[src/rtl/dli_pkg.sv]
`timescale 1ns/1ps
package dli_pkg;
  // Region codes taken from byte-address bits [9:4]
  localparam int RG_CTRL  = 0;
  localparam int RG_IPEND = 1;
  localparam int RG_FPEND = 2;
  localparam int RG_SEL   = 3;
  localparam int RG_EN    = 4;
  localparam int RG_MASK  = 5;
  // Word codes inside the control region, address bits [3:2]
  localparam logic [1:0] CW_VEC  = 2'd0;
  localparam logic [1:0] CW_BASE = 2'd1;
  localparam logic [1:0] CW_PROT = 2'd2;
  localparam logic [1:0] CW_NMI  = 2'd3;
endpackage

[src/rtl/dli_rst_sync.sv]
`timescale 1ns/1ps
module dli_rst_sync (
  input  logic clk,
  input  logic arst_n,
  output logic rst_n_o
);
  logic stg_q;

  always_ff @(posedge clk or negedge arst_n) begin
    if (!arst_n) begin
      stg_q   <= 1'b0;
      rst_n_o <= 1'b0;
    end else begin
      stg_q   <= 1'b1;
      rst_n_o <= stg_q;
    end
  end
endmodule

[src/rtl/dli_sync.sv]
`timescale 1ns/1ps
module dli_sync #(
  parameter int W = 95
) (
  input  logic         clk,
  input  logic         rst_n,
  input  logic [W-1:0] d_i,
  output logic [W-1:0] q_o
);
  logic [W-1:0] meta_q;

  always_ff @(posedge clk or negedge rst_n) begin
    if (!rst_n) begin
      meta_q <= '0;
      q_o    <= '0;
    end else begin
      meta_q <= d_i;
      q_o    <= meta_q;
    end
  end
endmodule

[src/rtl/dli_bank.sv]
`timescale 1ns/1ps
module dli_bank #(
  parameter int DW   = 32,
  parameter int LIVE = 32
) (
  input  logic          clk,
  input  logic          rst_n,
  input  logic [DW-1:0] src_i,
  input  logic          wr_pend_i,
  input  logic          wr_sel_i,
  input  logic          wr_en_i,
  input  logic          wr_mask_i,
  input  logic [DW-1:0] wdata_i,
  output logic [DW-1:0] pend_o,
  output logic [DW-1:0] sel_o,
  output logic [DW-1:0] en_o,
  output logic [DW-1:0] mask_o,
  output logic          irq_o,
  output logic          fiq_o
);
  localparam logic [DW-1:0] LIVE_MASK = DW'((64'd1 << LIVE) - 64'd1);

  logic [DW-1:0] pend_q, pend_d, clr_vec;
  logic [DW-1:0] sel_q, en_q, mask_q;

  // Next state: clear by write-one, set by source; set wins
  always_comb begin
    clr_vec = wr_pend_i ? wdata_i : '0;
    pend_d  = ((pend_q & ~clr_vec) | src_i) & LIVE_MASK;
  end

  always_ff @(posedge clk or negedge rst_n) begin
    if (!rst_n) begin
      pend_q <= '0;
      sel_q  <= '0;
      en_q   <= '0;
      mask_q <= '0;
    end else begin
      pend_q <= pend_d;
      if (wr_sel_i)  sel_q  <= wdata_i;
      if (wr_en_i)   en_q   <= wdata_i;
      if (wr_mask_i) mask_q <= wdata_i;
    end
  end

  assign pend_o = pend_q;
  assign sel_o  = sel_q;
  assign en_o   = en_q;
  assign mask_o = mask_q;
  assign irq_o  = |(pend_q & ~mask_q);
  assign fiq_o  = |(pend_q & ~mask_q & sel_q);

  // bits without a source never become pending
  p_no_phantom_r12: assert property (@(posedge clk) disable iff (!rst_n)
    (pend_q & ~LIVE_MASK) == '0);

  // pending bits not cleared by a write survive the edge
  p_sticky_r3: assert property (@(posedge clk) disable iff (!rst_n)
    1'b1 |=> ((($past(pend_q) & ~$past(clr_vec)) & ~pend_q) == '0));

  // a live synchronized source is pending one edge later
  p_set_r2: assert property (@(posedge clk) disable iff (!rst_n)
    (|(src_i & LIVE_MASK)) |=> ((($past(src_i) & LIVE_MASK) & ~pend_q) == '0));

  // a clear that meets an active source leaves something pending
  p_set_wins_r5: assert property (@(posedge clk) disable iff (!rst_n)
    (wr_pend_i && (|(src_i & wdata_i & LIVE_MASK))) |=> (|pend_q));
endmodule

[src/rtl/dual_line_intc.sv]
`timescale 1ns/1ps
module dual_line_intc #(
  parameter int NUM_SRC = 95,
  parameter int DW      = 32,
  parameter int AW      = 10
) (
  input  logic               clk,
  input  logic               rst_n,
  input  logic [NUM_SRC-1:0] src_i,
  input  logic               req_i,
  input  logic               we_i,
  input  logic [AW-1:0]      addr_i,
  input  logic [DW-1:0]      wdata_i,
  output logic [DW-1:0]      rdata_o,
  output logic               irq_o,
  output logic               fiq_o
);
  import dli_pkg::*;

  localparam int BANKS = (NUM_SRC + DW - 1) / DW;
  localparam int PADW  = BANKS * DW;
  localparam int RW    = AW - 4;

  logic          rst_sync_n;
  logic [NUM_SRC-1:0] src_sync;
  logic [PADW-1:0]    src_pad;

  logic [RW-1:0] region;
  logic [1:0]    bsel;
  logic          aligned, wr, ctrl_wr, hit;
  logic [DW-1:0] rd_val;

  logic [DW-1:0] b_pend [BANKS];
  logic [DW-1:0] b_sel  [BANKS];
  logic [DW-1:0] b_en   [BANKS];
  logic [DW-1:0] b_mask [BANKS];
  logic [BANKS-1:0] b_irq, b_fiq;

  logic [DW-1:0] vec_q, vec_d, base_q, base_d, prot_q, prot_d, nmi_q, nmi_d;

  dli_rst_sync u_rst (.clk(clk), .arst_n(rst_n), .rst_n_o(rst_sync_n));

  dli_sync #(.W(NUM_SRC)) u_sync (
    .clk(clk), .rst_n(rst_sync_n), .d_i(src_i), .q_o(src_sync));

  always_comb begin
    src_pad = '0;
    src_pad[NUM_SRC-1:0] = src_sync;
  end

  // Address decode
  assign region  = addr_i[AW-1:4];
  assign bsel    = addr_i[3:2];
  assign aligned = (addr_i[1:0] == 2'b00);
  assign wr      = req_i & we_i;
  assign ctrl_wr = wr & aligned & (region == RW'(RG_CTRL));

  for (genvar b = 0; b < BANKS; b++) begin : g_bank
    localparam int LIVE = (b == BANKS - 1) ? (NUM_SRC - b * DW) : DW;
    logic wsel_b;
    assign wsel_b = wr & aligned & (bsel == 2'(b));

    dli_bank #(.DW(DW), .LIVE(LIVE)) u_bank (
      .clk       (clk),
      .rst_n     (rst_sync_n),
      .src_i     (src_pad[b*DW +: DW]),
      .wr_pend_i (wsel_b & (region == RW'(RG_IPEND))),
      .wr_sel_i  (wsel_b & (region == RW'(RG_SEL))),
      .wr_en_i   (wsel_b & (region == RW'(RG_EN))),
      .wr_mask_i (wsel_b & (region == RW'(RG_MASK))),
      .wdata_i   (wdata_i),
      .pend_o    (b_pend[b]),
      .sel_o     (b_sel[b]),
      .en_o      (b_en[b]),
      .mask_o    (b_mask[b]),
      .irq_o     (b_irq[b]),
      .fiq_o     (b_fiq[b])
    );
  end

  // Control words: next state
  always_comb begin
    vec_d  = vec_q;
    base_d = base_q;
    prot_d = prot_q;
    nmi_d  = nmi_q;
    if (ctrl_wr) begin
      unique case (bsel)
        CW_VEC:  vec_d  = wdata_i & ~DW'(3);
        CW_BASE: base_d = wdata_i & ~DW'(3);
        CW_PROT: prot_d = wdata_i;
        CW_NMI:  nmi_d  = wdata_i;
        default: ;
      endcase
    end
  end

  always_ff @(posedge clk or negedge rst_sync_n) begin
    if (!rst_sync_n) begin
      vec_q  <= '0;
      base_q <= '0;
      prot_q <= '0;
      nmi_q  <= '0;
    end else if (ctrl_wr) begin
      vec_q  <= vec_d;
      base_q <= base_d;
      prot_q <= prot_d;
      nmi_q  <= nmi_d;
    end
  end

  // Read mux
  always_comb begin
    logic [DW-1:0] p, s, e, m;
    logic          bank_ok;
    p = '0; s = '0; e = '0; m = '0; bank_ok = 1'b0;
    for (int k = 0; k < BANKS; k++) begin
      if (bsel == 2'(k)) begin
        bank_ok = 1'b1;
        p = b_pend[k];
        s = b_sel[k];
        e = b_en[k];
        m = b_mask[k];
      end
    end
    hit    = 1'b0;
    rd_val = '0;
    if (aligned) begin
      if (region == RW'(RG_CTRL)) begin
        hit = 1'b1;
        unique case (bsel)
          CW_VEC:  rd_val = vec_q;
          CW_BASE: rd_val = base_q;
          CW_PROT: rd_val = prot_q;
          CW_NMI:  rd_val = nmi_q;
          default: ;
        endcase
      end else if (bank_ok) begin
        if (region == RW'(RG_IPEND)) begin hit = 1'b1; rd_val = p; end
        if (region == RW'(RG_FPEND)) begin hit = 1'b1; rd_val = '0; end
        if (region == RW'(RG_SEL))   begin hit = 1'b1; rd_val = s; end
        if (region == RW'(RG_EN))    begin hit = 1'b1; rd_val = e; end
        if (region == RW'(RG_MASK))  begin hit = 1'b1; rd_val = m; end
      end
    end
  end

  assign rdata_o = (req_i && !we_i) ? rd_val : '0;
  assign irq_o   = |b_irq;
  assign fiq_o   = |b_fiq;

  // every fast request source is also a normal request source
  p_fiq_implies_irq_r7: assert property (@(posedge clk) disable iff (!rst_sync_n)
    fiq_o |-> irq_o);

  // reads outside the map return zero
  p_unmapped_zero_r11: assert property (@(posedge clk) disable iff (!rst_sync_n)
    (req_i && !we_i && !hit) |-> (rdata_o == '0));

  // stored vector and base words stay word aligned
  p_align_r8: assert property (@(posedge clk) disable iff (!rst_sync_n)
    (vec_q[1:0] == 2'b00) && (base_q[1:0] == 2'b00));

  // control words change only on a control write
  p_ctrl_hold_r8: assert property (@(posedge clk) disable iff (!rst_sync_n)
    !ctrl_wr |=> ($stable(prot_q) && $stable(nmi_q)));
endmodule

[config.mk]
export PLATFORM = sky130hd
export DESIGN_NAME = dual_line_intc
export DESIGN_NICKNAME = d
export VERILOG_FILES = /design/src/rtl/dli_pkg.sv /design/src/rtl/dli_rst_sync.sv /design/src/rtl/dli_sync.sv /design/src/rtl/dli_bank.sv /design/src/rtl/dual_line_intc.sv
export SDC_FILE = /design/constraint.sdc
export NUM_CORES = 1
export LEC_CHECK = 0
export BUFFER_PORTS_ARGS = -buffer_cell sky130_fd_sc_hd__buf_2
export CAP_MARGIN = 20
export CORE_MARGIN = 3
export CORE_UTILIZATION = 61
export CTS_CLUSTER_DIAMETER = 200
export CTS_CLUSTER_SIZE = 40
export DETAILED_ROUTE_END_ITERATION = 6
export GPL_TIMING_DRIVEN = 0
export HOLD_SLACK_MARGIN = 0.03
export MAX_ROUTING_LAYER = met4
export PLACE_DENSITY = 0.8
export SLEW_MARGIN = 10
export SYNTH_ARGS = -nofsm -noshare
export SYNTH_HDL_FRONTEND = slang
export SYNTH_SLANG_ARGS = --single-unit
[constraint.sdc]
create_clock -name clk -period 23.7 [get_ports clk]
set_input_delay 0 -clock clk [delete_from_list [all_inputs] [get_ports clk]]
set_output_delay 0 -clock clk [all_outputs]
set_load 0.01 [all_outputs]
# After elaboration in Yosys (flattened, before gate mapping)
# Index checks and enable logic that the tools add are counted.
[classes]
bitwise = 36
n_reduce_logical = 11
n_eq_ne = 8
n_mux = 28
[op_table]
columns = ["operator", "count"]
rows = [
  ["2-to-1 mux 32 bit", 23],
  ["bitwise AND 32 bit", 7],
  ["OR reduction 96 bit", 2],
  ["NOT 32 bit", 5],
  ["case mux 32 bit (4 select lines)", 1],
  ["OR 32 bit", 2],
  ["bitwise AND 31 x 32 -> 32 bit", 1],
  ["bitwise AND 31 bit", 1],
  ["2-to-1 mux 31 bit", 1],
  ["NOT 31 bit", 1],
  ["OR 31 bit", 1],
  ["bitwise AND 1 bit", 18],
  ["equality test 6 x 2 -> 1 bit (second input constant)", 2],
  ["equality test 6 x 3 -> 1 bit (second input constant)", 2],
  ["AND reduction 2 bit", 4],
  ["equality test 6 x 1 -> 1 bit (second input constant)", 1],
  ["zero test 6 bit", 1],
  ["equality test 2 bit (second input constant)", 2],
  ["zero test 2 bit", 2],
  ["2-to-1 mux 1 bit", 3],
  ["equality test 2 x 1 -> 1 bit (second input constant)", 1],
  ["logical AND 1 bit", 1],
  ["zero test 1 bit", 1],
]
[totals]
elab_cells = 103
input_bits = 141
reg_bits = 699

# Depth between registers and ports, before layout
# Gate-level depths: netlist of the first run.
[logic_depth]
depth_word = 13
depth_mapped = 9
depth_no_buf = 5

# By module
# From an unflattened synthesis of the first run, not the netlist that was laid out.
[hier_totals]
cells_unflattened = 2292
hier_area_um2 = 29555.8
[modules_own_cells]
columns = ["mod", "area_each_um2", "cells_per_inst", "instances"]
rows = [
  ["dli_bank (g_bank[0].u_bank ...)", 5243.8, 401, 2],
  ["dual_line_intc", 9077.5, 904, 1],
  ["dli_bank (g_bank[2].u_bank)", 5182.5, 393, 1],
  ["dli_sync", 4754.6, 190, 1],
  ["dli_rst_sync", 53.8, 3, 1],
]

# Worst setup path before layout of the first run
# No wires, ideal clock.
[synth_timing]
path_kind = "input to register"
startpoint = "in addr_i[9]"
endpoint = "reg g_bank[0].u_bank.mask_q[10]"
t_arrival_ps = 1483
cell_stages = 7
path_slack_ps = 22092
n_path_buf = 2
required_ps = 23575
path_cell_list = "nor4_1 and2_1 buf_2 nand2_1 nor2_1 buf_2 mux2_2"
[synth_via]
elab_chain_cells = 2
[synth_lines]
columns = ["item", "line_no", "rtl"]
rows = [
  ["start, declared", "dual_line_intc.sv:12", "input logic [AW-1:0] addr_i,"],
  ["equality test 6 x 3 -> 1 bit", "dual_line_intc.sv:70", ".wr_mask_i (wsel_b & (region == RW'(RG_MASK))),"],
  ["bitwise AND 1 bit", "dual_line_intc.sv:70", ""],
  ["end signal, assigned", "dli_bank.sv:42", "if (wr_mask_i) mask_q <= wdata_i;"],
  ["end, declared", "dli_bank.sv:24", "logic [DW-1:0] sel_q, en_q, mask_q;"],
]
# No other way between the ends.
# A chain may end at the register's enable or synchronous reset.

# Worst setup path after layout of the first run
[layout_timing]
startpoint = "in addr_i[5]"
endpoint = "out rdata_o[19]"
[layout_via]
elab_chain_cells = 10
elab_cells_between_ends = 15
[layout_lines]
columns = ["item", "line_no", "rtl"]
rows = [
  ["equality test 6 x 1 -> 1 bit", "dual_line_intc.sv:139", "if (region == RW'(RG_IPEND)) begin hit = 1'b1; rd_val = p; end"],
  ["2-to-1 mux 32 bit", "dual_line_intc.sv:139", ""],
  ["2-to-1 mux 32 bit", "dual_line_intc.sv:140", "if (region == RW'(RG_FPEND)) begin hit = 1'b1; rd_val = '0; end"],
  ["2-to-1 mux 32 bit", "dual_line_intc.sv:141", "if (region == RW'(RG_SEL)) begin hit = 1'b1; rd_val = s; end"],
  ["2-to-1 mux 32 bit", "dual_line_intc.sv:142", "if (region == RW'(RG_EN)) begin hit = 1'b1; rd_val = e; end"],
  ["2-to-1 mux 32 bit", "dual_line_intc.sv:143", "if (region == RW'(RG_MASK)) begin hit = 1'b1; rd_val = m; end"],
  ["2-to-1 mux 32 bit", "dual_line_intc.sv:138", "end else if (bank_ok) begin"],
  ["2-to-1 mux 32 bit (*)", "dual_line_intc.sv:129", "if (region == RW'(RG_CTRL)) begin"],
  ["2-to-1 mux 32 bit (*)", "dual_line_intc.sv:128", "if (aligned) begin"],
  ["2-to-1 mux 32 bit (*)", "dual_line_intc.sv:148", "assign rdata_o = (req_i && !we_i) ? rd_val : '0;"],
  ["end, declared", "dual_line_intc.sv:14", "output logic [DW-1:0] rdata_o,"],
]
# Mark *: on every way between the ends. The rest lies on a longest branch, timed or not.

==> run_results.csv, run 1 <==
group,metric,value,unit
drt,drt_iter0_markers,3418,
critical_path,r2r_slack,21.45,ns
placement,place_ws,20.45,ns
cts,cts_bufs_inserted,21,
cts,clkTransAtPathRegs,0.14,ns
pwr,p_per_area,56.7,mW/mm^2
grt,grt_pass1_vias,22500,
sta,fin_ws,20.36,ns
worst_hold_path,worst_hold_path_type,"in2reg",
synthesis,postSynthCellCount,2220,
cts,holdBufCountCts,174,
sta,finalHoldViolations,0,
synthesis,yosysWarningCount,0,
cts,worst_skew_pair.late_latency,0.65,ns
cells_and_area,layoutNonFillerInstCount,3231,
cells_and_area,num-nets-final,2748,
cts,cts.sinks,699,
drt,final_antenna_net_count,0,
synthesis,synth_sequential_area_ratio,59.2,%
floorplanning,die-area,0.0511,mm^2
cells_and_area,flow.area_growth_from_synthesis,14.6,%
sta,slew-limit-headroom,15.7,%
synthesis,ys_ff_latch,699,
cts,tritoncts_clock_tree,"done",
synthesis,synth_edf_count,0,
drt,drcViolationCount,0,
pwr,power.ir.vdd_worst,0.0901,mV
synthesis,synth_ff_type,"dfrtp_1",
synthesis,postSynthAreaPerCell,13.3,um^2
sta,fin_tns_setup,0,ns
drt,via_count,22400,
grt,antenna_found_initial,7,
floorplanning,fp-row-count,80,
cts,cts_max_level,1,
placement,gp_congestion,1.03,
cts,post_cts_resize_count,0,
sta,period_needed,3.34,ns
drt,detail_route.wl_per_cell,35.4,um
status,run_status,"finished, final reports clean",
sta,setup_viol_count_final,0,
critical_path,timing.critical_path.to_type,"primary output",
sta,clock.fmax,299,MHz
grt,grt_pass1_wl,162,mm
critical_path,worst-endpoint-arrival,3.34,ns
floorplanning,core_region_area,0.0477,mm^2
sta,worst-slew-pin-transition,1.23,ns
sta,finalMaxSlewViolations,0,
drt,drt_pass1_iterations,6,
pwr,static-leakage-power,15.4,nW
sta,period_share,14.1,%
critical_path,cp_max_fo,10,
synthesis,post_synth_num_cell_types,56,
floorplanning,initial_utilization,61.9,%
placement,placement.io_buffers,172,
sta,worst_clock_skew,0.0534,ns
flow_run,cap_viol_max_count,0,
placement,dp_hpwl,82.1,mm
synthesis,ys_async_sr_fraction,100,%
critical_path,criticalPathCategory,"in2out",
placement,dpl_cell_area,0.0315,mm^2
cts,max-clock-path-buffers,3,
grt,globalRoute.totalOverflow,0,
floorplanning,fp.dieH,226,um
synthesis,syn-num-nets,2361,
floorplanning,pin_count,175,
cells_and_area,final_cell_area,0.0339,mm^2
drt,final_wirelength,114,mm
critical_path,cp.required,23.70,ns
critical_path,crit_path_start_kind,"input pin",
cts,cts_setup_buffers,0,
grt,grt_start_max_net_pins,70,
drt,avgViaCountPerCell,6.93,
floorplanning,die_w,226,um
synthesis,post_synth_instance_area,0.0295,mm^2
placement,place_inst,3023,
grt,grtUsageTotal,46.2,%
sta,rsz_0062_raised_after_global_routing,"no",
cells_and_area,proportion_of_layout_cells_with_a_drive_suffix_above_1,28.8,%
cts,cts-root-buf,"clkbuf_16",
-- logic make-up after synthesis --
logic type             after synthesis  synth area share [%]
other                                1                0.0127
DFF                                699                  59.2
AOI/OAI and AO/OA                  396                  9.30
muxes                              557                  22.2
buffers and inverters              196                  2.93
and+or+nand+nor                    371                  6.38
-- power by group --
part / internal [mW] / total [mW] / switching [mW]
clock network: 0.166 / 0.533 / 0.367
logic: 0.0571 / 0.158 / 0.101
registers: 1.21 / 1.23 / 0.0138
-- registers in the layout, summed over array words and instances (netlist names) --
| signal | count |
|---|---|
| base_q | 30 |
| g_bank.u_bank.en_o | 96 |
| g_bank.u_bank.mask_o | 96 |
| g_bank.u_bank.pend_o | 95 |
| g_bank.u_bank.sel_o | 96 |
| nmi_q | 32 |
| prot_q | 32 |
| u_rst.rst_n_o | 1 |
| u_rst.stg_q | 1 |
| u_sync.meta_q | 95 |
| u_sync.q_o | 95 |
| vec_q | 30 |
-- cells in the final DEF (no fill, tap or decap), drive strengths merged, types with 12 or more instances in the layout --
master,n
o221ai,25
dfrtp,699
nand3b,30
nor4,12
dlygate4sd3,175
mux2,447
o21ai,104
mux4,30
or3,13
a21oi,34
o211ai,23
mux2i,80
nand2b,16
inv,36
buf,254
a22oi,15
nand4,16
nor2b,61
a2111oi,12
a221oi,23
a21o,95
nand2,187
a32oi,25
clkbuf,116
-- critical path, cell delays in order --
cell,delay (ns)
buf_2,0.11
clkbuf_1,0.60
buf_1,0.68
clkbuf_1,0.72
o211ai_1,0.20
a32oi_1,0.55
o21ai_0,0.26
buf_2,0.19
-- worst paths after layout --
kind	startpoint	end	cells after the start
setup / recovery	addr_i[5]	rdata_o[19]	8
hold / removal	src_i[43]	u_sync.meta_q[43]$_DFF_PN0_	2
setup reg to reg	u_rst.rst_n_o$_DFF_PN0_	u_sync.q_o[67]$_DFF_PN0_	4
hold reg to reg	u_sync.meta_q[75]$_DFF_PN0_	u_sync.q_o[75]$_DFF_PN0_	0
max in group asynchronous	u_rst.rst_n_o$_DFF_PN0_	u_sync.q_o[67]$_DFF_PN0_	4
min in group asynchronous	rst_n	u_rst.stg_q$_DFF_PN0_	3
-- cell type report --
cell class,instances,area [um^2]
inverter,36,135
tap,615,769
fill,3001,13900
antenna,8,20.0
timing repair buffer,364,2950
clock buffer,22,529
buffer,160,729
clock inverter,2,38.8
sequential,699,17500
multi-input combinational,1325,11200
-- Yosys cell counts, types with 4 or more instances --
master     instances  area [um^2]
buf_1              5         18.8
a22oi_1           15          113
nor4_1            12         75.1
nand3_1            8         40.0
mux2i_1           80          801
o22ai_1           10         62.6
a2bb2oi_1          4         35.0
o21ai_0           99          495
a32oi_1           25          219
o211ai_1          23          173
nand2_1          187          702
clkbuf_1          93          349
o221ai_1          25          219
inv_1             34          128
nor2_1             8         30.0
nor2b_1           61          382
buf_2             46          230
buf_4             13         97.6
mux2_1            13          146
nand2b_1          16          100
nand3b_1          30          225
nor3_1             6         30.0
a221oi_1          23          201
mux2_2           424         4770
dfrtp_1          699        17500
or3_1             13         81.3
a211oi_1           7         52.6
o2111ai_1         11         96.3
a2111oi_0         12          105
mux2_4            10          150
a21oi_1           34          170
nand4_1           16          100
a21o_1            95          713
mux4_2            30          676
o21ai_1            5         25.0
-- through the flow --
stage,total power [mW],utilization (%),hold WS [ns]
floorplan,1.31,-,-0.296
global placement,1.37,65.3,-0.216
detailed placement,1.38,66.0,-0.211
CTS,1.90,70.8,0.0301
global route,1.96,70.9,0.0288
finish,1.92,70.9,0.0345
-- metal layers --
layer | share of wire, % | up-vias | global-route usage (%)
li1 | - | 8733 | -
met5 | 0 | - | -
met4 | 5.2 | 0 | 18.2
met3 | 11 | 305 | 10.7
met2 | 45 | 1673 | 67.6
met1 | 39 | 11700 | 63.4
Note: power is estimated with default switching activity, not from simulation.
==> inputs of run 2 (changes only) <==
Settings changed: CORE_UTILIZATION 61 to 55, PLACE_DENSITY 0.8 to 0.76.
Clock period 23.7 ns to 2.85 ns, I/O delays scaled along.
==> run 2 against run 1 <==
Compared with the run above: the flow now finishes with violations (design-rule violations, negative setup slack); cell count rose by 2.4%; count of clock-buffer cells in the layout did not move; routed wire length fell by 4.6%; clock power rose to 8.2 times the previous value; critical path depth fell by 2; register-to-register slack got worse by 21 ns; largest cell class unchanged; largest power group unchanged.
==> run_results.csv, run 2 (synthesis gave the netlist of run 1 again) <==
group,metric,value,unit
critical_path,cp.required,2.85,ns
sta,fin_ws,-0.0315,ns
grt,grt_pass1_wl,156,mm
floorplanning,die-area,0.0565,mm^2
worst_hold_path,origin_of_the_worst_min_delay_path,"src_i[64]",
sta,timing.hold.ws,0.0337,ns
drt,drcViolationCount,5,
pwr,static-leakage-power,15.4,nW
cts,cts_max_level,1,
cts,cts_setup_buffers,0,
floorplanning,core_region_area,0.0529,mm^2
grt,grt_start_max_net_pins,72,
pwr,pwr-share-comb,8.3,%
sta,slew-limit-headroom,18.5,%
cts,cts_bufs_inserted,21,
critical_path,crit_path_start_kind,"flop",
sta,worst-slew-pin-transition,1.21,ns
cells_and_area,final_cell_area,0.0342,mm^2
pwr,pwr-share-seq,64.2,%
status,violations,"design-rule violations, negative setup slack",
pwr,power.ir.vdd_worst,0.542,mV
sta,clock.fmax,347,MHz
placement,placement.io_buffers,172,
floorplanning,fp.dieH,238,um
cts,max-clock-path-buffers,3,
drt,detail_route.wl_per_cell,33.0,um
sta,setup_viol_count_final,1,
cells_and_area,proportion_of_layout_cells_with_a_drive_suffix_above_1,29.2,%
worst_hold_path,worst_hold_path_type,"in2reg",
floorplanning,initial_utilization,55.9,%
pwr,post-layout-total-power,15.9,mW
critical_path,cp_max_fo,4,
placement,dp_hpwl,82.4,mm
cts,tritoncts_clock_tree,"done",
cells_and_area,flow.area_growth_from_synthesis,15.6,%
pwr,net-switching-power,3.90,mW
grt,grt_pass1_vias,21600,
cts,cts-root-buf,"clkbuf_16",
cells_and_area,mostFrequentLayoutCell,"dfrtp_1",
sta,period_needed,2.88,ns
cells_and_area,num-nets-final,2756,
placement,gp_congestion,1.05,
critical_path,worst-endpoint-arrival,2.88,ns
sta,fin_tns_setup,-0.0315,ns
pwr,pwr-share-clk,27.4,%
placement,dpl_cell_area,0.0316,mm^2
floorplanning,pin_count,175,
drt,final_antenna_net_count,0,
floorplanning,die_w,238,um
pwr,internal_power,12.0,mW
drt,drt_iter0_markers,2212,
worst_hold_path,worstHoldPathCells,2,
critical_path,r2r_end,"vec_q[10]$_DFFE_PN0P_",
cts,cts.sinks,699,
floorplanning,fp-row-count,84,
pwr,power_switching_share,24.6,%
cts,clkTransAtPathRegs,0.15,ns
drt,avgViaCountPerCell,6.45,
critical_path,r2r_slack,0.77,ns
grt,grtUsageTotal,40.0,%
sta,rsz_0062_raised_after_global_routing,"no",
critical_path,timing.critical_path.to_type,"primary output",
critical_path,criticalPathCategory,"reg2out",
worst_hold_path,worstHoldEndpoint,"u_sync.meta_q[64]$_DFF_PN0_",
sta,worst_clock_skew,0.0343,ns
sta,period_share,101,%
cts,worst_skew_pair.late_latency,0.63,ns
critical_path,critical_path.reg2reg.startpoint,"u_rst.rst_n_o$_DFF_PN0_",
sta,finalHoldViolations,0,
drt,final_wirelength,109,mm
cells_and_area,layout.cells.most_common_list,"696 x dfrtp_1, 424 x mux2_2, 216 x buf_2, 187 x nand2_1, 185 x dlygate4sd3_1",
grt,antenna_found_initial,3,
critical_path,worst_case_reg_to_reg_path_depth,5,
drt,drt_pass1_iterations,7,
cells_and_area,post-route-util,64.6,%
pwr,p_per_area,465,mW/mm^2
sta,finalMaxSlewViolations,0,
status,run_status,"finished, violations left",
drt,via_count,21300,
flow_run,cap_viol_max_count,0,
grt,globalRoute.totalOverflow,0,
run 2: cell types whose count changed in the layout (fill, tap and decap cells not counted), moves of 4 or more:
cell	before	now
dlygate4sd3_1	175	185
clkbuf_2	0	4
a2111oi_0	9	4
clkbuf_1	94	90
diode_2	8	4
buf_2	221	216
run 2: layout make-up:
cell class	instances	area [um^2]
tap	688	861
inverter	36	135
buffer	160	739
fill	3724	18700
clock buffer	22	529
clock inverter	1	30.0
timing repair buffer	372	3070
sequential	699	17500
antenna	4	10.0
multi-input combinational	1325	11300
run 2: per-layer routing:
metal,vias up,global-route usage (%),routed length (um)
met3,190,7.48,8820
met5,-,-,0
met2,1039,60.0,49200
met4,0,10.8,3940
li1,8774,-,-
met1,11300,56.7,47000
run 2: through the flow:
stage / cells / worst slack [ns]
finish: 3307 / -0.0315
global route: 3304 / 0.00456
CTS: 3303 / 0.00510
detailed placement: 3095 / -0.145
global placement: 3080 / -5.97
floorplan: 2220 / -3.90
run 2: repair_timing:
| item | 4_1_cts | 5_1_grt |
|---|---|---|
| resized for setup | 17 | 11 |
| hold buffers | 185 | 0 |
| endpoints found under the hold margin | 286 | 0 |
| cloned | 0 | 0 |
| setup endpoints to repair | 4 | 9 |
run 2: critical path, cell delays in order (launching register included):
cell and delay (ns):
dfrtp_1 0.50, inv_1 0.12, a2111oi_0 0.82, nand4_1 0.25
nor3_1 0.25, nand3_1 0.16, buf_2 0.18
run 2: power by group through the flow:
stage / Clock [mW] / Sequential (mW) / Combinational (mW)
after global placement: 0 / 10.5 / 0.814
after CTS: 4.37 / 10.2 / 1.28
final: 4.35 / 10.2 / 1.32
after detailed placement: 0 / 10.4 / 1.08
after floorplan: 0 / 10.5 / 0.401
after global routing: 4.67 / 10.2 / 1.40
run 2: worst max-delay path by stage:
stage / from / to / slack, ns / cells past startpoint
after global placement: u_rst.rst_n_o$_DFF_PN0_ / vec_q[10]$_DFFE_PN0P_ / -5.97 / 0
after floorplan: u_rst.rst_n_o$_DFF_PN0_ / base_q[10]$_DFFE_PN0P_ / -3.90 / 0
after detailed placement: addr_i[9] / g_bank[2].u_bank.pend_o[25]$_DFF_PN0_ / -0.15 / 7
after CTS: addr_i[2] / rdata_o[13] / 0.005 / 8
final: g_bank[0].u_bank.mask_o[28]$_DFFE_PN0P_ / irq_o / -0.03 / 6
after global routing: g_bank[2].u_bank.mask_o[29]$_DFFE_PN0P_ / fiq_o / 0.005 / 6
==> inputs of run 3 (changes only) <==
Settings changed: BUFFER_PORTS_ARGS -buffer_cell sky130_fd_sc_hd__buf_2 to -buffer_cell sky130_fd_sc_hd__buf_4, HOLD_SLACK_MARGIN 0.03 to 0.12.
==> run 3 against run 2 <==
Compared with the run above: the flow finishes with violations (negative setup slack); sequential share of layout area is 1.3 points lower; global-route usage is 0.63 points higher; sequential cell count stayed put; critical endpoint is now fiq_o.
==> run_results.csv, run 3 (synthesis gave the netlist of run 1 again) <==
group,metric,value,unit
critical_path,critical_path.reg2reg.startpoint,"u_rst.rst_n_o$_DFF_PN0_",
pwr,pwr-share-clk,27.3,%
floorplanning,die-area,0.0565,mm^2
floorplanning,core_region_area,0.0529,mm^2
drt,final_wirelength,111,mm
sta,clock.fmax,344,MHz
flow_run,cap_viol_max_count,0,
floorplanning,initial_utilization,55.9,%
floorplanning,pin_count,175,
critical_path,cp.required,2.85,ns
pwr,pwr-share-comb,9.1,%
status,violations,"negative setup slack",
critical_path,worst-endpoint-arrival,2.91,ns
cells_and_area,proportion_of_layout_cells_with_a_drive_suffix_above_1,29.0,%
pwr,p_per_area,457,mW/mm^2
grt,grt_pass1_wl,159,mm
cells_and_area,mostFrequentLayoutCell,"dfrtp_1",
critical_path,worst_case_reg_to_reg_path_depth,5,
sta,slew-limit-headroom,30.0,%
drt,via_count,21600,
sta,worst_clock_skew,0.0335,ns
cells_and_area,num-nets-final,2800,
cts,cts_bufs_inserted,21,
critical_path,r2r_end,"base_q[9]$_DFFE_PN0P_",
placement,dp_hpwl,81.5,mm
drt,avgViaCountPerCell,6.44,
cts,clkTransAtPathRegs,0.16,ns
worst_hold_path,origin_of_the_worst_min_delay_path,"addr_i[4]",
cells_and_area,post-route-util,66.3,%
critical_path,criticalPathCategory,"reg2out",
drt,drt_iter0_markers,2633,
sta,setup_viol_count_final,4,
status,run_status,"finished, violations left",
placement,placement.io_buffers,172,
sta,timing.hold.ws,0.155,ns
pwr,power_switching_share,24.7,%
placement,place_ws,-0.459,ns
critical_path,r2r_slack,0.72,ns
grt,grt_start_max_net_pins,71,
grt,antenna_found_initial,6,
pwr,net-switching-power,3.96,mW
drt,drcViolationCount,0,
cts,cts_max_level,1,
cells_and_area,flow.area_growth_from_synthesis,18.7,%
floorplanning,fp-row-count,84,
worst_hold_path,worst_hold_path_type,"in2reg",
drt,drt_pass1_iterations,7,
drt,detail_route.wl_per_cell,33.1,um
sta,finalHoldViolations,0,
drt,final_antenna_net_count,0,
critical_path,crit_path_start_kind,"flop",
critical_path,timing.critical_path.to_type,"primary output",
sta,fin_ws,-0.0557,ns
worst_hold_path,worstHoldEndpoint,"g_bank[1].u_bank.mask_o[0]$_DFFE_PN0P_",
sta,worst-slew-pin-transition,1.05,ns
floorplanning,fp.dieH,238,um
worst_hold_path,worstHoldPathCells,5,
pwr,pwr-share-seq,63.7,%
cts,cts.sinks,699,
grt,globalRoute.totalOverflow,0,
cts,worst_skew_pair.late_latency,0.63,ns
pwr,power.ir.vdd_worst,0.688,mV
cts,max-clock-path-buffers,3,
sta,period_share,102,%
pwr,internal_power,12.1,mW
cells_and_area,layout.cells.most_common_list,"695 x dfrtp_1, 424 x mux2_2, 227 x dlygate4sd3_1, 187 x nand2_1, 186 x buf_4",
cts,cts-root-buf,"clkbuf_16",
pwr,static-leakage-power,15.8,nW
placement,gp_congestion,1.04,
floorplanning,die_w,238,um
critical_path,cp_max_fo,4,
sta,period_needed,2.91,ns
grt,grt_pass1_vias,22000,
sta,finalMaxSlewViolations,0,
grt,grtUsageTotal,40.6,%
sta,rsz_0062_raised_after_global_routing,"yes",
pwr,post-layout-total-power,16.0,mW
cts,tritoncts_clock_tree,"done",
-- run 3: changes by cell type in the layout (fill, tap and decap cells not counted), sizes merged --
| cell | previous run | this run |
|---|---|---|
| buf | 251 | 253 |
| dlygate4sd3 | 185 | 227 |
| diode | 4 | 9 |
-- run 3: timing repair --
| action | in CTS | in global routing |
|---|---|---|
| hold endpoints to repair | 352 | 0 |
| buffers inserted | 0 | 1 |
| setup endpoints to repair | 19 | 7 |
| resized for setup | 24 | 13 |
| pin swaps | 6 | 3 |
| hold buffers | 227 | 0 |
-- run 3: final cells by class --
type / count / area (um^2)
well taps: 688 / 861
plain buffers: 159 / 739
diodes: 9 / 22.5
multi-input cells: 1325 / 11300
flip-flops and latches: 699 / 17500
repair buffers: 417 / 3930
inverters: 36 / 135
fillers: 3753 / 17800
clock inverters: 1 / 30.0
clock buffers: 22 / 529
-- run 3: worst max-delay path, stage by stage, from the launching register on --
cell and delay [ns]:
dfrtp_2 0.48, nand3b_1 0.34, nand4_1 0.24, or4_4 0.54, nor4_4 0.20, nand4_1 0.26
buf_4 0.22
-- run 3: how the worst max path moves through the flow --
stage / start / to / slack [ns] / depth (start not counted)
2_1_floorplan: u_rst.rst_n_o$_DFF_PN0_ / base_q[10]$_DFFE_PN0P_ / -3.90 / 0
3_3_place_gp: u_rst.rst_n_o$_DFF_PN0_ / prot_q[6]$_DFFE_PN0P_ / -6.01 / 0
3_5_place_dp: addr_i[5] / rdata_o[19] / -0.46 / 8
4_1_cts: g_bank[1].u_bank.pend_o[2]$_DFF_PN0_ / fiq_o / -0.009 / 6
5_1_grt: g_bank[0].u_bank.pend_o[6]$_DFF_PN0_ / irq_o / -0.03 / 7
6_report: g_bank[1].u_bank.pend_o[2]$_DFF_PN0_ / fiq_o / -0.06 / 6
-- run 3: power groups by stage --
stage                     Sequential [mW]  Clock [mW]  Combinational (mW)
after detailed placement             10.4           0                1.15
after global routing                 10.2        4.70                1.53
after global placement               10.5           0               0.884
final                                10.2        4.37                1.45
after CTS                            10.2        4.38                1.40
after floorplan                      10.5           0               0.401
-- run 3: metrics by stage --
step	instances	area, um^2	setup TNS (ns)
2_1_floorplan	2220	29500	-2721.12
3_3_place_gp	3080	31700	-4106.29
3_5_place_dp	3097	32100	-2.26
4_1_cts	3346	35000	-0.00886
5_1_grt	3353	35000	-0.0329
6_report	3356	35100	-0.0990
-- run 3: layer usage --
metal	vias to the layer above	GRT usage (%)	part of all wire [%]	routed length [um]
met5	-	-	0	0
met4	0	13.5	4.7	5190
met3	272	8.74	9.2	10300
met2	1280	60.2	44	49300
met1	11200	56.5	42	46200
li1	8857	-	-	-
